--- src/rtl/tvs_pkg.sv ---
package tvs_pkg;
  typedef enum logic [1:0] {
    CFG_ENTRY  = 2'd0,
    CFG_THRESH = 2'd1,
    CFG_FLOOR  = 2'd2,
    CFG_CEIL   = 2'd3
  } cfg_kind_e;
endpackage

--- src/rtl/tvs_band_quantizer.sv ---
module tvs_band_quantizer #(
  parameter int TEMP_W    = 8,
  parameter int NUM_BANDS = 6,
  parameter int ADDR_W    = 5,
  parameter int DATA_W    = 8,
  parameter int THR_STEP  = 40,
  localparam int NUM_THR  = NUM_BANDS - 1,
  localparam int BAND_W   = $clog2(NUM_BANDS)
) (
  input  logic              clk,
  input  logic              rst_n,
  input  logic              cfg_we,
  input  logic [1:0]        cfg_kind,
  input  logic [ADDR_W-1:0] cfg_addr,
  input  logic [DATA_W-1:0] cfg_data,
  input  logic [TEMP_W-1:0] temp_code,
  input  logic              update_en,
  output logic [BAND_W-1:0] band_sel
);
  import tvs_pkg::*;

  logic [TEMP_W-1:0] thr_q [NUM_THR];
  logic [BAND_W-1:0] band_now;
  logic [BAND_W-1:0] band_q;

  // Ascending thresholds, one register each
  for (genvar i = 0; i < NUM_THR; i++) begin : g_thr
    always_ff @(posedge clk) begin
      if (!rst_n)
        thr_q[i] <= TEMP_W'((i + 1) * THR_STEP);
      else if (cfg_we && cfg_kind_e'(cfg_kind) == CFG_THRESH &&
               cfg_addr == ADDR_W'(i))
        thr_q[i] <= cfg_data[TEMP_W-1:0];
    end
  end

  // Band = count of thresholds at or below the reading
  always_comb begin
    band_now = '0;
    for (int i = 0; i < NUM_THR; i++)
      if (temp_code >= thr_q[i]) band_now = band_now + BAND_W'(1);
  end

  always_ff @(posedge clk) begin
    if (!rst_n)         band_q <= '0;
    else if (update_en) band_q <= band_now;
  end

  assign band_sel = update_en ? band_now : band_q;


  band_range_chk: assert property (@(posedge clk) disable iff (!rst_n)
    32'(band_sel) < NUM_BANDS);

endmodule

--- src/rtl/tvs_code_table.sv ---
module tvs_code_table #(
  parameter int NUM_ENTRIES = 24,
  parameter int ADDR_W      = 5,
  parameter int CODE_W      = 8,
  parameter int DATA_W      = 8,
  parameter int RESET_CODE  = 112
) (
  input  logic              clk,
  input  logic              rst_n,
  input  logic              cfg_we,
  input  logic [1:0]        cfg_kind,
  input  logic [ADDR_W-1:0] cfg_addr,
  input  logic [DATA_W-1:0] cfg_data,
  input  logic [ADDR_W-1:0] rd_idx,
  output logic [CODE_W-1:0] rd_code
);
  import tvs_pkg::*;

  logic [CODE_W-1:0] ent_q [NUM_ENTRIES];

  for (genvar e = 0; e < NUM_ENTRIES; e++) begin : g_ent
    always_ff @(posedge clk) begin
      if (!rst_n)
        ent_q[e] <= CODE_W'(RESET_CODE);
      else if (cfg_we && cfg_kind_e'(cfg_kind) == CFG_ENTRY &&
               cfg_addr == ADDR_W'(e))
        ent_q[e] <= cfg_data[CODE_W-1:0];
    end
  end

  always_comb begin
    rd_code = CODE_W'(RESET_CODE);
    for (int e = 0; e < NUM_ENTRIES; e++)
      if (rd_idx == ADDR_W'(e)) rd_code = ent_q[e];
  end

endmodule

--- src/rtl/tvs_slew_stepper.sv ---
module tvs_slew_stepper #(
  parameter int CODE_W      = 8,
  parameter int DATA_W      = 8,
  parameter int TICK_CYCLES = 100000,
  parameter int RESET_CODE  = 112,
  localparam int CNT_W      = $clog2(TICK_CYCLES)
) (
  input  logic              clk,
  input  logic              rst_n,
  input  logic              cfg_we,
  input  logic [1:0]        cfg_kind,
  input  logic [DATA_W-1:0] cfg_data,
  input  logic [CODE_W-1:0] entry_code,
  input  logic              temp_valid,
  output logic              tick,
  output logic [CODE_W-1:0] eff_target,
  output logic [CODE_W-1:0] vout_code,
  output logic              vout_stb
);
  import tvs_pkg::*;

  logic [CNT_W-1:0]  cnt_q;
  logic [CODE_W-1:0] floor_q, ceil_q, lim, vout_q;
  logic              stb_q;

  always_ff @(posedge clk) begin
    if (!rst_n)    cnt_q <= '0;
    else if (tick) cnt_q <= '0;
    else           cnt_q <= cnt_q + CNT_W'(1);
  end
  assign tick = (cnt_q == CNT_W'(TICK_CYCLES - 1));

  always_ff @(posedge clk) begin
    if (!rst_n) begin
      floor_q <= '0;
      ceil_q  <= '1;
    end else if (cfg_we) begin
      if (cfg_kind_e'(cfg_kind) == CFG_FLOOR) floor_q <= cfg_data[CODE_W-1:0];
      if (cfg_kind_e'(cfg_kind) == CFG_CEIL)  ceil_q  <= cfg_data[CODE_W-1:0];
    end
  end

  // Ceiling first, then floor: the floor has the last word
  assign lim        = (entry_code > ceil_q) ? ceil_q : entry_code;
  assign eff_target = (lim < floor_q) ? floor_q : lim;

  always_ff @(posedge clk) begin
    if (!rst_n) begin
      vout_q <= CODE_W'(RESET_CODE);
      stb_q  <= 1'b0;
    end else begin
      stb_q <= 1'b0;
      if (tick && temp_valid) begin
        if (vout_q < eff_target) begin
          vout_q <= vout_q + CODE_W'(1);
          stb_q  <= 1'b1;
        end else if (vout_q > eff_target) begin
          vout_q <= vout_q - CODE_W'(1);
          stb_q  <= 1'b1;
        end
      end
    end
  end

  assign vout_code = vout_q;
  assign vout_stb  = stb_q;


  single_step_chk: assert property (@(posedge clk) disable iff (!rst_n)
    (vout_q != $past(vout_q)) |->
      ((vout_q == $past(vout_q) + CODE_W'(1)) ||
       (vout_q + CODE_W'(1) == $past(vout_q))));

  change_on_tick_chk: assert property (@(posedge clk) disable iff (!rst_n)
    (vout_q != $past(vout_q)) |-> $past(tick));

  hold_on_invalid_chk: assert property (@(posedge clk) disable iff (!rst_n)
    $past(tick && !temp_valid) |-> (vout_q == $past(vout_q)));

  floor_respected_chk: assert property (@(posedge clk) disable iff (!rst_n)
    (vout_q < $past(vout_q)) |-> (vout_q >= $past(floor_q)));

endmodule

--- src/rtl/tvs_ctrl.sv ---
module tvs_ctrl #(
  parameter int TEMP_W      = 8,
  parameter int CODE_W      = 8,
  parameter int NUM_FSTATES = 4,
  parameter int NUM_BANDS   = 6,
  parameter int TICK_CYCLES = 100000,
  parameter int RESET_CODE  = 112,
  parameter int THR_STEP    = 40,
  localparam int NUM_ENTRIES = NUM_FSTATES * NUM_BANDS,
  localparam int ADDR_W     = $clog2(NUM_ENTRIES),
  localparam int FSTATE_W   = $clog2(NUM_FSTATES),
  localparam int BAND_W     = $clog2(NUM_BANDS),
  localparam int DATA_W     = (CODE_W > TEMP_W) ? CODE_W : TEMP_W
) (
  input  logic                clk,
  input  logic                rst_n,
  input  logic                cfg_we,
  input  logic [1:0]          cfg_kind,
  input  logic [ADDR_W-1:0]   cfg_addr,
  input  logic [DATA_W-1:0]   cfg_data,
  input  logic [TEMP_W-1:0]   temp_code,
  input  logic                temp_valid,
  input  logic                freq_req_valid,
  input  logic [FSTATE_W-1:0] freq_req_state,
  output logic                freq_req_ready,
  output logic [FSTATE_W-1:0] fstate_active,
  output logic [CODE_W-1:0]   vout_code,
  output logic                vout_stb
);

  logic [FSTATE_W-1:0] fstate_q, state_sel;
  logic [BAND_W-1:0]   band_sel;
  logic [ADDR_W-1:0]   rd_idx;
  logic [CODE_W-1:0]   entry_code, eff_target, vout_int;
  logic                tick;

  tvs_band_quantizer #(
    .TEMP_W(TEMP_W), .NUM_BANDS(NUM_BANDS), .ADDR_W(ADDR_W),
    .DATA_W(DATA_W), .THR_STEP(THR_STEP)
  ) quant_i (
    .clk(clk), .rst_n(rst_n), .cfg_we(cfg_we), .cfg_kind(cfg_kind),
    .cfg_addr(cfg_addr), .cfg_data(cfg_data), .temp_code(temp_code),
    .update_en(tick && temp_valid), .band_sel(band_sel)
  );

  // A pending request steers the lookup so the code rises first
  assign state_sel = freq_req_valid ? freq_req_state : fstate_q;
  assign rd_idx    = ADDR_W'(state_sel) * ADDR_W'(NUM_BANDS) + ADDR_W'(band_sel);

  tvs_code_table #(
    .NUM_ENTRIES(NUM_ENTRIES), .ADDR_W(ADDR_W), .CODE_W(CODE_W),
    .DATA_W(DATA_W), .RESET_CODE(RESET_CODE)
  ) table_i (
    .clk(clk), .rst_n(rst_n), .cfg_we(cfg_we), .cfg_kind(cfg_kind),
    .cfg_addr(cfg_addr), .cfg_data(cfg_data), .rd_idx(rd_idx),
    .rd_code(entry_code)
  );

  tvs_slew_stepper #(
    .CODE_W(CODE_W), .DATA_W(DATA_W), .TICK_CYCLES(TICK_CYCLES),
    .RESET_CODE(RESET_CODE)
  ) step_i (
    .clk(clk), .rst_n(rst_n), .cfg_we(cfg_we), .cfg_kind(cfg_kind),
    .cfg_data(cfg_data), .entry_code(entry_code), .temp_valid(temp_valid),
    .tick(tick), .eff_target(eff_target), .vout_code(vout_int),
    .vout_stb(vout_stb)
  );

  assign freq_req_ready = freq_req_valid && (vout_int >= eff_target);

  always_ff @(posedge clk) begin
    if (!rst_n)                               fstate_q <= '0;
    else if (freq_req_valid && freq_req_ready) fstate_q <= freq_req_state;
  end

  assign fstate_active = fstate_q;
  assign vout_code     = vout_int;


  fstate_update_chk: assert property (@(posedge clk) disable iff (!rst_n)
    (freq_req_valid && freq_req_ready) |=> (fstate_q == $past(freq_req_state)));

endmodule

--- config.mk ---
export PLATFORM = sky130hd
export DESIGN_NAME = tvs_ctrl
export DESIGN_NICKNAME = d
export VERILOG_FILES = /design/src/rtl/tvs_pkg.sv /design/src/rtl/tvs_band_quantizer.sv /design/src/rtl/tvs_code_table.sv /design/src/rtl/tvs_slew_stepper.sv /design/src/rtl/tvs_ctrl.sv
export SDC_FILE = /design/constraint.sdc
export NUM_CORES = 1
export LEC_CHECK = 0
export BUFFER_PORTS_ARGS = -buffer_cell sky130_fd_sc_hd__buf_2
export CAP_MARGIN = 20
export CORE_MARGIN = 1
export CORE_UTILIZATION = 30
export DETAILED_ROUTE_END_ITERATION = 8
export MAX_ROUTING_LAYER = met4
export PLACE_DENSITY = 0.45
export REMOVE_ABC_BUFFERS = 1
export SLEW_MARGIN = 20
export SYNTH_ARGS = -nofsm -noshare
export SYNTH_HDL_FRONTEND = slang
export SYNTH_SLANG_ARGS = --single-unit
--- constraint.sdc ---
create_clock -name clk -period 15.7 [get_ports clk]
set_input_delay 1.57 -clock clk [delete_from_list [all_inputs] [get_ports clk]]
set_output_delay 1.57 -clock clk [all_outputs]
set_load 0.02 [all_outputs]
==> results of run 1 <==
[area by class of cell]
type	count	area share [%]
Sequential cell	279	44.32
Multi-Input combinational cell	1068	40.02
Clock buffer	51	5.673
Tap cell	680	4.769
Timing Repair Buffer	88	3.338
Inverter	73	1.536
Clock inverter	10	0.2875
Antenna cell	4	0.05610
[per-layer routing]
metal	global-route usage, %	part of all wire, %
met2	30.69	44
met1	27.53	46
met5	-	0
met3	4.163	6.4
met4	6.084	2.7
[per-stage QoR]
| stage | std cells | hold WS (ps) | area, um^2 | util (%) | power, W |
|---|---|---|---|---|---|
| 4_1_cts | 2244 | 463.1 | 17770 | 34.56 | 0.002623 |
| 3_3_place_gp | 2183 | 447.0 | 16690 | 32.47 | 0.001829 |
| 5_1_grt | 2251 | 503.4 | 17840 | 34.70 | 0.002788 |
| 3_5_place_dp | 2183 | 449.4 | 16700 | 32.49 | 0.001847 |
| 6_report | 2253 | 458.3 | 17840 | 34.71 | 0.002638 |
| 2_1_floorplan | 1420 | 426.1 | 15270 | - | 0.001528 |
[kinds of logic (layout without fill, tap and decap cells)]
kind of cell    after synthesis  in the layout  share of synthesized area (%)
fa+ha+maj                    80             80                          6.489
flops                       279            279                          50.50
buf+inv                     169            222                          4.203
other cells                   0              4                              0
simple gates                618            618                          21.04
compound gates              290            290                          12.27
xor+xnor                     25             25                          1.638
mux                          55             55                          3.860
[worst max path at each step]
stage	to
global placement	freq_req_ready
detailed placement	freq_req_ready
finish	freq_req_ready
CTS	freq_req_ready
global route	freq_req_ready
floorplan	freq_req_ready
[state kept, by name (all words and copies together), names as in the netlist]
signal and flops:
fstate_active 2, quant_i.band_q 3, quant_i.thr_q 40, step_i.ceil_q 8
step_i.cnt_q 17, step_i.floor_q 8, step_i.vout_code 8, step_i.vout_stb 1
table_i.ent_q 192
[layout by cell type, fill, tap and decap left out, types with 10 or more instances in the layout]
master     count
nand2b_1      32
xnor2_1       12
dfxtp_1       47
o211ai_1      19
clkbuf_1      10
nor2_1       117
o21a_1        14
nand3_1       43
a211oi_1      12
clkbuf_16     37
inv_1         71
nand2_1       92
edfxtp_1     232
and2_1       150
mux2i_1       42
o22ai_1       14
ha_1          77
buf_4         44
a21oi_1       53
buf_2         41
or3_1         86
nor2b_1       16
a31oi_1       22
nor3_1        31
nand4_1       19
o21ai_1       20
o21ai_0       59
[timing repair]
action	CTS	global route
setup endpoints to repair	0	2
setup buffers	0	5
hold buffers	0	0
hold endpoints to repair	0	0
resized for setup	0	10
[power by group]
group	leakage, nW	internal [W]	switching, W
logic	3.41	0.000404	0.000609
registers	2.63	0.000837	0.0000188
clock network	0.520	0.000446	0.000323
total	6.57	0.00169	0.000950
==> results.py, run 1 <==
metrics = {
    "status": {
        "status": "completed",
    },
    "sta": {
        "maxSlewHeadroom_pct": 32.25,
        "period_share_pct": 93.34,
        "report.final.slew_viol_count": 0,
        "setup_viol": 0,
        "setup_slack_ps": 1046,
        "final-hold-violation-count": 0,
        "worstMarginPinSlew_ps": 1016,
        "skew_ps": 13.79,
        "setup_tns_ps": 0,
        "period_minus_slack_ps": 14650,
        "fmax_mhz": 68.24,
    },
    "layout": {
        "final-seq-area_um2": 7908,
        "nets": 1654,
        "syn_to_final_growth_pct": 13.95,
        "nFillCells": 5251,
        "multiInputGateArea_um2": 7141,
        "drive_gt1_share_pct": 11.22,
    },
    "critical_path": {
        "cpPeakStageDelay_ps": 460,
        "cpMostUsedCell": "ha_1",
        "critPathCaptureType": "output port",
        "cp_max_fo": 16,
        "startpoint": "temp_code[0]",
        "arrival_ps": 13080,
        "worstSetupPathType": "primary input to output port",
        "crit_family": "compound AO/OA/AOI/OAI gates",
        "cp-start-kind": "primary input",
        "worst-path-stages": 66,
        "r2r-start": "quant_i.thr_q[0][0]",
        "path_buf_inv": 8,
        "crit_slowest_cell": "or3b_2",
        "regToRegSetupSlack_ps": 2440,
        "r2r_cells": 72,
        "worstPathRequired_ps": 14130,
        "timing.rr.end": "step_i.vout_code[7]",
    },
    "clock_tree": {
        "cts-root-buf": "clkbuf_16",
        "htreeDepth": 2,
        "cts_inserted_buffers": 34,
        "clock_latency_ps": 540,
        "cts_tree": "done",
        "cts_buffer_depth": 3,
        "clkTransAtPathRegs_ps": 60,
        "cts.sinks": 279,
    },
    "yosys": {
        "synth-edff-count": 232,
        "ys_seq_area_share_pct": 50.50,
        "synth_seq_cells": 279,
        "avgSynthCellArea_um2": 10.33,
        "async_reset_ff_share_pct": 0,
        "synth_cell_types": 82,
        "netlist_top_cells_area": "edfxtp_1 (44%), ha_1 (6.2%), dfxtp_1 (6.0%)",
        "synthTopCellsByCount": "edfxtp_1 (232), and2_1 (150), nor2_1 (117)",
        "yosys_warnings": 0,
        "synth_top_cell_by_area": "edfxtp_1",
        "netlist_instances": 1516,
        "yosysTopAreaCellShare_pct": 44.49,
        "synth_top_flop_cell": "edfxtp_1",
        "syn_area_um2": 15660,
        "yosys.cell_count.top_type": "edfxtp_1",
    },
    "power": {
        "p_leak_nw": 6.569,
        "vdd_ir_drop_max_mv": 0.06459,
        "power_density_nw_per_um2": 147.8,
    },
    "route": {
        "wire_per_inst_um": 23.19,
        "post_drt_via_cell_ratio": 5.348,
        "vias": 12050,
        "post-route-drc-count": 0,
        "first_pass_iters": 5,
        "antenna_left": 0,
        "drt-total-wl_um": 52250,
        "drt_iter0_markers": 1225,
    },
    "floorplanning": {
        "row_count": 83,
        "dieHeight_um": 230.5,
        "start_util_pct": 30.46,
        "core_um2": 51410,
        "num_io_pins": 42,
        "die_area_um2": 53110,
        "die_w_um": 230.5,
    },
    "place": {
        "dp_hpwl_um": 35320,
        "place_congestion": 0.8987,
        "port_buffers": 41,
        "dpl_worst_slack_ps": 210.2,
    },
    "grt": {
        "gr-usage-all-layers_pct": 20.40,
        "grt_max_degree": 50,
        "grt_overflow": 0,
        "antenna_found_initial": 4,
        "grt_pass1_vias": 11760,
        "grt_pass1_wl_um": 77670,
    },
    "worst_hold_path": {
        "whs_endpoint": "step_i.cnt_q[0]",
        "hp-start": "step_i.cnt_q[0]",
        "hold_class": "register to register",
        "min_path_cells": 1,
    },
    "run": {
        "drv_cap": 0,
    },
}
(Power assumes the default switching activity.)
==> run 2, diff against run 1 <==
--- a/config.mk
+++ b/config.mk
@@ -7,13 +7,13 @@
 export LEC_CHECK = 0
 export BUFFER_PORTS_ARGS = -buffer_cell sky130_fd_sc_hd__buf_2
 export CAP_MARGIN = 20
-export CORE_MARGIN = 1
-export CORE_UTILIZATION = 30
+export CORE_UTILIZATION = 63
 export DETAILED_ROUTE_END_ITERATION = 8
 export MAX_ROUTING_LAYER = met4
-export PLACE_DENSITY = 0.45
+export PLACE_DENSITY = 0.81
 export REMOVE_ABC_BUFFERS = 1
 export SLEW_MARGIN = 20
 export SYNTH_ARGS = -nofsm -noshare
 export SYNTH_HDL_FRONTEND = slang
+export SYNTH_HIERARCHICAL = 1
 export SYNTH_SLANG_ARGS = --single-unit
==> results.py, run 2 <==
metrics = {
    "status": {
        "status": "completed",
    },
    "grt": {
        "grt_pass1_vias": 11340,
        "antenna_found_initial": 0,
        "gr-usage-all-layers_pct": 32.77,
        "grt_pass1_wl_um": 62830,
        "grt_max_degree": 57,
        "grt_overflow": 0,
    },
    "layout": {
        "fin_cells": 1806,
        "syn_to_final_growth_pct": 7.943,
        "mostFrequentLayoutCells": "edfxtp_1 (232), and2_1 (154), nor2_1 (91), ha_1 (85), or3_1 (82)",
        "largest_register_ffs": 192,
        "final_common_cell": "edfxtp_1",
        "nets": 1578,
        "drive_gt1_share_pct": 10.86,
        "antenna_cells": 0,
        "top_regs": "table_i/ent_q: 192 flops, quant_i/thr_q: 40 flops, step_i/cnt_q: 17 flops",
        "nFillCells": 1762,
        "regMostFlops": "table_i/ent_q",
    },
    "critical_path": {
        "cpMostUsedCell": "ha_1",
        "arrival_ps": 12290,
        "cp-start-kind": "primary input",
        "worstPathRequired_ps": 14130,
        "startpoint": "temp_code[0]",
        "path_buf_inv": 8,
        "cpPeakStageDelay_ps": 670,
        "worstSetupPathType": "primary input to output port",
        "crit_slowest_cell": "nor3_4",
        "crit_family": "simple AND/OR/NAND/NOR gates",
        "cp_max_fo": 36,
        "r2r-start": "quant_i/thr_q[0][0]",
        "timing.rr.end": "step_i/vout_code[7]",
        "regToRegSetupSlack_ps": 3360,
        "r2r_cells": 49,
        "worst-path-stages": 46,
        "critPathCaptureType": "output port",
        "crit_end": "freq_req_ready",
    },
    "clock_tree": {
        "cts_resized": 0,
        "holdBufCountCts": 0,
        "cts-root-buf": "clkbuf_16",
        "clock_latency_ps": 550,
        "clkTransAtPathRegs_ps": 60,
        "cts_tree": "done",
        "htreeDepth": 1,
        "post_cts_buffers": 0,
        "cts.sinks": 279,
        "cts_inserted_buffers": 29,
        "cts_buffer_depth": 3,
    },
    "place": {
        "placedCellCount": 1753,
        "place_congestion": 1.003,
        "dp_hpwl_um": 27210,
        "port_buffers": 41,
    },
    "floorplanning": {
        "die_w_um": 160.4,
        "dieHeight_um": 160.4,
        "core_um2": 24460,
        "num_io_pins": 42,
        "start_util_pct": 64.59,
        "row_count": 57,
        "die_area_um2": 25720,
    },
    "power": {
        "p_leak_nw": 6.371,
        "pwr-share-seq_pct": 34.4,
        "internal-power_w": 0.001611,
        "p_comb_share_pct": 38.7,
        "vdd_ir_drop_max_mv": 0.1612,
        "switching_share_pct": 34.99,
        "p_sw_w": 0.0008671,
        "p_clk_share_pct": 26.9,
        "power_density_nw_per_um2": 145.3,
    },
    "sta": {
        "setup_viol": 0,
        "maxSlewHeadroom_pct": 24.60,
        "period_minus_slack_ps": 13860,
        "rsz0062_at_grt": "no",
        "worstMarginPinSlew_ps": 1119,
        "report.final.slew_viol_count": 0,
        "skew_ps": 8.561,
        "final-hold-violation-count": 0,
        "period_share_pct": 88.28,
        "setup_tns_ps": 0,
        "fmax_mhz": 72.15,
    },
    "route": {
        "wire_per_inst_um": 22.50,
        "post_drt_via_cell_ratio": 6.480,
        "drt-total-wl_um": 40630,
        "vias": 11700,
        "post-route-drc-count": 0,
        "antenna_left": 0,
        "drt_iter0_markers": 1307,
        "first_pass_iters": 6,
    },
    "worst_hold_path": {
        "min_path_cells": 2,
        "hold_class": "register to register",
    },
    "yosys": {
        "synth_top_cell_by_area": "edfxtp_1",
        "synth_top_flop_cell": "edfxtp_1",
        "synth-edff-count": 232,
        "netlist_top_cells_area": "edfxtp_1 (44%), ha_1 (6.8%), and2_1 (6.1%)",
        "synth_cell_types": 93,
        "synth_seq_cells": 279,
        "yosys.cell_count.top_type": "edfxtp_1",
        "synthTopCellsByCount": "edfxtp_1 (232), and2_1 (154), nor2_1 (91)",
        "ys_seq_area_share_pct": 50.05,
        "yosysTopAreaCellShare_pct": 44.09,
        "yosys_warnings": 6,
        "avgSynthCellArea_um2": 10.87,
        "netlist_instances": 1453,
        "async_reset_ff_share_pct": 0,
        "syn_area_um2": 15800,
    },
    "run": {
        "drv_cap": 0,
    },
}
-- run 2: cell types whose count changed after synthesis, moves of 8 or more --
| cell | change |
|---|---|
| nand2_1 | -31 |
| nand4_1 | -10 |
| a31oi_1 | -11 |
| nor3_1 | -10 |
| nor2_1 | -26 |
| clkbuf_1 | -29 |
| ha_1 | +8 |
-- run 2: power by group through the flow --
stage	clock, W	sequential (W)	combinational, W
3_3_place_gp	0	0.000867	0.000896
5_1_grt	0.000702	0.000856	0.00105
2_1_floorplan	0	0.000863	0.000695
6_report	0.000667	0.000853	0.000958
3_5_place_dp	0	0.000868	0.000932
4_1_cts	0.000671	0.000853	0.000942
-- run 2: layer usage --
layer	global-route usage [%]	part of all wire [%]	vias to the layer above
li1	-	-	5309
met1	42.77	40	5560
met2	51.78	46	693
met3	5.527	9.9	140
met4	12.12	3.8	0
met5	-	0	-
-- run 2: final cells by class --
type	instances	area, um^2	share of cell area, %
Sequential cell	279	7908	46.36
Clock inverter	14	123.9	0.7263
Multi-Input combinational cell	1014	7207	42.26
Inverter	80	300.3	1.761
Tap cell	324	405.4	2.377
Clock buffer	39	793.3	4.651
Timing Repair Buffer	56	317.8	1.863
-- run 2: stage by stage --
stage	utilization, %	setup slack (ps)	power (W)	area, um^2	hold WS [ps]
global placement	65.93	2301	0.001763	16130	468.3
CTS	69.68	1967	0.002465	17050	481.7
detailed placement	65.93	2019	0.001800	16130	472.2
finish	69.72	1841	0.002478	17060	486.7
floorplan	-	2772	0.001558	15400	449.5
global route	69.72	1138	0.002608	17060	502.7
-- run 2: cells by family after synthesis --
group	synth area share [%]
adders and majority gates	7.064
xor gates and xnor gates	1.584
DFF	50.05
AOI/OAI and AO/OA	11.47
muxes	5.765
and+or+nand+nor	19.65
buffers and inverters	4.419
-- run 2: worst min-delay path by stage --
stage | from | endpoint | slack, ps
2_1_floorplan | step_i/cnt_q[0] | step_i/cnt_q[0] | 450
3_3_place_gp | fstate_active[0] | fstate_active[0] | 470
3_5_place_dp | quant_i/band_q[2] | quant_i/band_q[2] | 470
4_1_cts | quant_i/band_q[2] | quant_i/band_q[2] | 480
5_1_grt | quant_i/band_q[2] | quant_i/band_q[2] | 500
6_report | quant_i/band_q[2] | quant_i/band_q[2] | 490
-- run 2: worst reg2reg max path, delay by kind of cell, from the launching register on --
kind                     cells  cell delay (ps)
flip-flops                   1              380
adder cells (fa/ha/maj)     10             3010
AO/OA/AOI/OAI               14             2510
buffers and inverters        3             1040
multiplexers                 4              950
AND/OR/NAND/NOR             17             4170
XOR/XNOR                     1              210
==> run 3, diff against run 2 <==
--- a/config.mk
+++ b/config.mk
@@ -5,6 +5,7 @@
 export SDC_FILE = /design/constraint.sdc
 export NUM_CORES = 1
 export LEC_CHECK = 0
+export ABC_AREA = 1
 export BUFFER_PORTS_ARGS = -buffer_cell sky130_fd_sc_hd__buf_2
 export CAP_MARGIN = 20
 export CORE_UTILIZATION = 63
==> results.py, run 3 <==
metrics = {
    "yosys": {
        "synthTopCellsByCount": "nand2_1 (427), nor2_1 (273), inv_1 (266)",
        "yosysTopAreaCellShare_pct": 45.57,
        "yosys.cell_count.top_type": "nand2_1",
        "ys_seq_area_share_pct": 51.73,
        "synth_top_flop_cell": "edfxtp_1",
        "synth_cell_types": 46,
        "synth-edff-count": 232,
        "syn_area_um2": 15290,
        "yosys_warnings": 6,
        "avgSynthCellArea_um2": 8.555,
        "async_reset_ff_share_pct": 0,
        "synth_top_cell_by_area": "edfxtp_1",
        "netlist_top_cells_area": "edfxtp_1 (46%), nand2_1 (10%), ha_1 (7.0%)",
        "synth_seq_cells": 279,
        "netlist_instances": 1787,
    },
    "sta": {
        "worstMarginPinSlew_ps": 1180,
        "report.final.slew_viol_count": 0,
        "period_share_pct": 80.28,
        "skew_ps": 18.25,
        "rsz0062_at_grt": "no",
        "setup_tns_ps": 0,
        "maxSlewHeadroom_pct": 20.84,
        "setup_viol": 0,
        "fmax_mhz": 79.34,
        "final-hold-violation-count": 0,
        "period_minus_slack_ps": 12600,
        "worst_hold_slack_ps": 448.3,
    },
    "layout": {
        "multiInputGateArea_um2": 6145,
        "top_regs": "table_i/ent_q: 192 flops, quant_i/thr_q: 40 flops, step_i/cnt_q: 17 flops",
        "mostFrequentLayoutCells": "nand2_1 (427), nor2_1 (273), inv_1 (263), edfxtp_1 (232), ha_1 (86)",
        "nets": 1949,
        "regMostFlops": "table_i/ent_q",
        "final-seq-area_um2": 7908,
        "drive_gt1_share_pct": 9.995,
        "largest_register_ffs": 192,
        "nFillCells": 1810,
        "fin_cells": 2171,
        "syn_to_final_growth_pct": 9.920,
        "final_common_cell": "nand2_1",
    },
    "power": {
        "power_density_nw_per_um2": 137.9,
        "pwr-share-seq_pct": 36.6,
        "vdd_ir_drop_max_mv": 0.1206,
        "internal-power_w": 0.001521,
        "p_leak_nw": 7.206,
        "switching_share_pct": 34.37,
        "p_clk_share_pct": 30.0,
        "p_sw_w": 0.0007965,
        "p_comb_share_pct": 33.3,
    },
    "clock_tree": {
        "post_cts_buffers": 0,
        "clkTransAtPathRegs_ps": 60,
        "cts_buffer_depth": 3,
        "htreeDepth": 1,
        "cts.sinks": 279,
        "cts_tree": "done",
        "cts-root-buf": "clkbuf_16",
        "clock_latency_ps": 550,
        "cts_inserted_buffers": 29,
        "holdBufCountCts": 0,
        "cts_resized": 0,
    },
    "critical_path": {
        "cp_max_fo": 18,
        "r2r-start": "quant_i/thr_q[0][5]",
        "startpoint": "temp_code[5]",
        "cp-start-kind": "primary input",
        "critPathCaptureType": "output port",
        "regToRegSetupSlack_ps": 4390,
        "cpPeakStageDelay_ps": 570,
        "worstPathRequired_ps": 14130,
        "worstSetupPathType": "primary input to output port",
        "crit_slowest_cell": "nor2_2",
        "r2r_cells": 62,
        "arrival_ps": 11030,
        "timing.rr.end": "step_i/vout_code[7]",
        "cpMostUsedCell": "nand2_1",
    },
    "grt": {
        "antenna_found_initial": 0,
        "grt_overflow": 0,
        "grt_max_degree": 50,
        "grt_pass1_wl_um": 58390,
        "gr-usage-all-layers_pct": 31.51,
        "grt_pass1_vias": 11680,
    },
    "route": {
        "post_drt_via_cell_ratio": 5.649,
        "drt-total-wl_um": 37490,
        "route.top_layer_used": "met4",
        "drt_iter0_markers": 1252,
        "dr_wl_met3_um": 3440,
        "met2_length_um": 18130,
        "first_pass_iters": 9,
        "post-route-drc-count": 0,
        "vias": 12260,
        "wirelength_met1_um": 14380,
        "antenna_left": 0,
        "wire_per_inst_um": 17.27,
    },
    "floorplanning": {
        "die_area_um2": 24890,
        "die_w_um": 157.8,
        "start_util_pct": 64.74,
        "core_um2": 23610,
        "row_count": 56,
        "dieHeight_um": 157.8,
        "num_io_pins": 42,
    },
    "place": {
        "dp_hpwl_um": 26700,
        "placedCellCount": 2116,
        "place_congestion": 0.9523,
        "port_buffers": 41,
    },
    "worst_hold_path": {
        "whs_endpoint": "step_i/cnt_q[0]",
        "min_path_cells": 1,
        "hold_class": "register to register",
        "hp-start": "step_i/cnt_q[0]",
    },
    "run": {
        "drv_cap": 0,
    },
    "status": {
        "status": "completed",
    },
}
-- run 3: changes by cell type after synthesis, moves of 43 or more --
cell,change
mux2i_1,-43
nor2_1,+182
and2_1,-153
nand2_1,+366
inv_1,+187
or3_1,-81
-- run 3: cells by family (layout without fill, tap and decap cells) --
logic type	after synthesis	in the layout	share of synthesized area, %
AO/OA/AOI/OAI	143	143	5.009
XOR/XNOR	11	11	0.6303
adder cells (fa/ha/maj)	88	88	7.301
buffers and inverters	322	386	8.078
flip-flops	279	279	51.73
other	0	1	0
AND/OR/NAND/NOR	944	944	27.25
-- run 3: worst max-delay path by stage --
| stage | to | slack (ps) | cells past startpoint |
|---|---|---|---|
| 3_5_place_dp | step_i/vout_code[7] | 3190 | 62 |
| 4_1_cts | freq_req_ready | 3210 | 54 |
| 5_1_grt | freq_req_ready | 2120 | 62 |
| 2_1_floorplan | freq_req_ready | 4030 | 51 |
| 6_report | freq_req_ready | 3100 | 54 |
| 3_3_place_gp | freq_req_ready | 3590 | 54 |
-- run 3: cell type report --
cell class	count	area share (%)
antenna	1	0.01489
clock buffer	34	4.430
clock inverter	17	1.236
inverter	285	6.366
multi-input combinational	1186	36.57
sequential	279	47.06
tap	319	2.375
timing repair buffer	50	1.951
-- run 3: metrics by stage --
step / area [um^2] / utilization (%) / power (W) / setup slack [ps]
final: 16800 / 71.16 / 0.002317 / 3096
after global routing: 16800 / 71.15 / 0.002463 / 2118
after CTS: 16740 / 70.91 / 0.002312 / 3214
after detailed placement: 15790 / 66.88 / 0.001618 / 3193
after global placement: 15760 / 66.76 / 0.001579 / 3586
after floorplan: 15120 / - / 0.001423 / 4027
-- run 3: worst max-delay path, delay by kind of cell --
kind / cells / cell delay, ps
and+or+nand+nor: 27 / 4020
xor gates and xnor gates: 1 / 230
buffers and inverters: 10 / 1210
adders and majority gates: 9 / 2580
AOI/OAI and AO/OA: 7 / 1380
-- run 3: metal layers --
layer	track usage, %	up-vias
met5	-	-
met1	37.99	5654
li1	-	5852
met4	13.82	0
met2	52.91	624
met3	4.380	134
-- run 3: power by group through the flow --
stage | registers (W) | logic (W) | clock network, W
floorplan | 0.000861 | 0.000562 | 0
global placement | 0.000862 | 0.000716 | 0
detailed placement | 0.000864 | 0.000754 | 0
CTS | 0.000849 | 0.000762 | 0.000702
global route | 0.000852 | 0.000883 | 0.000728
finish | 0.000849 | 0.000773 | 0.000696
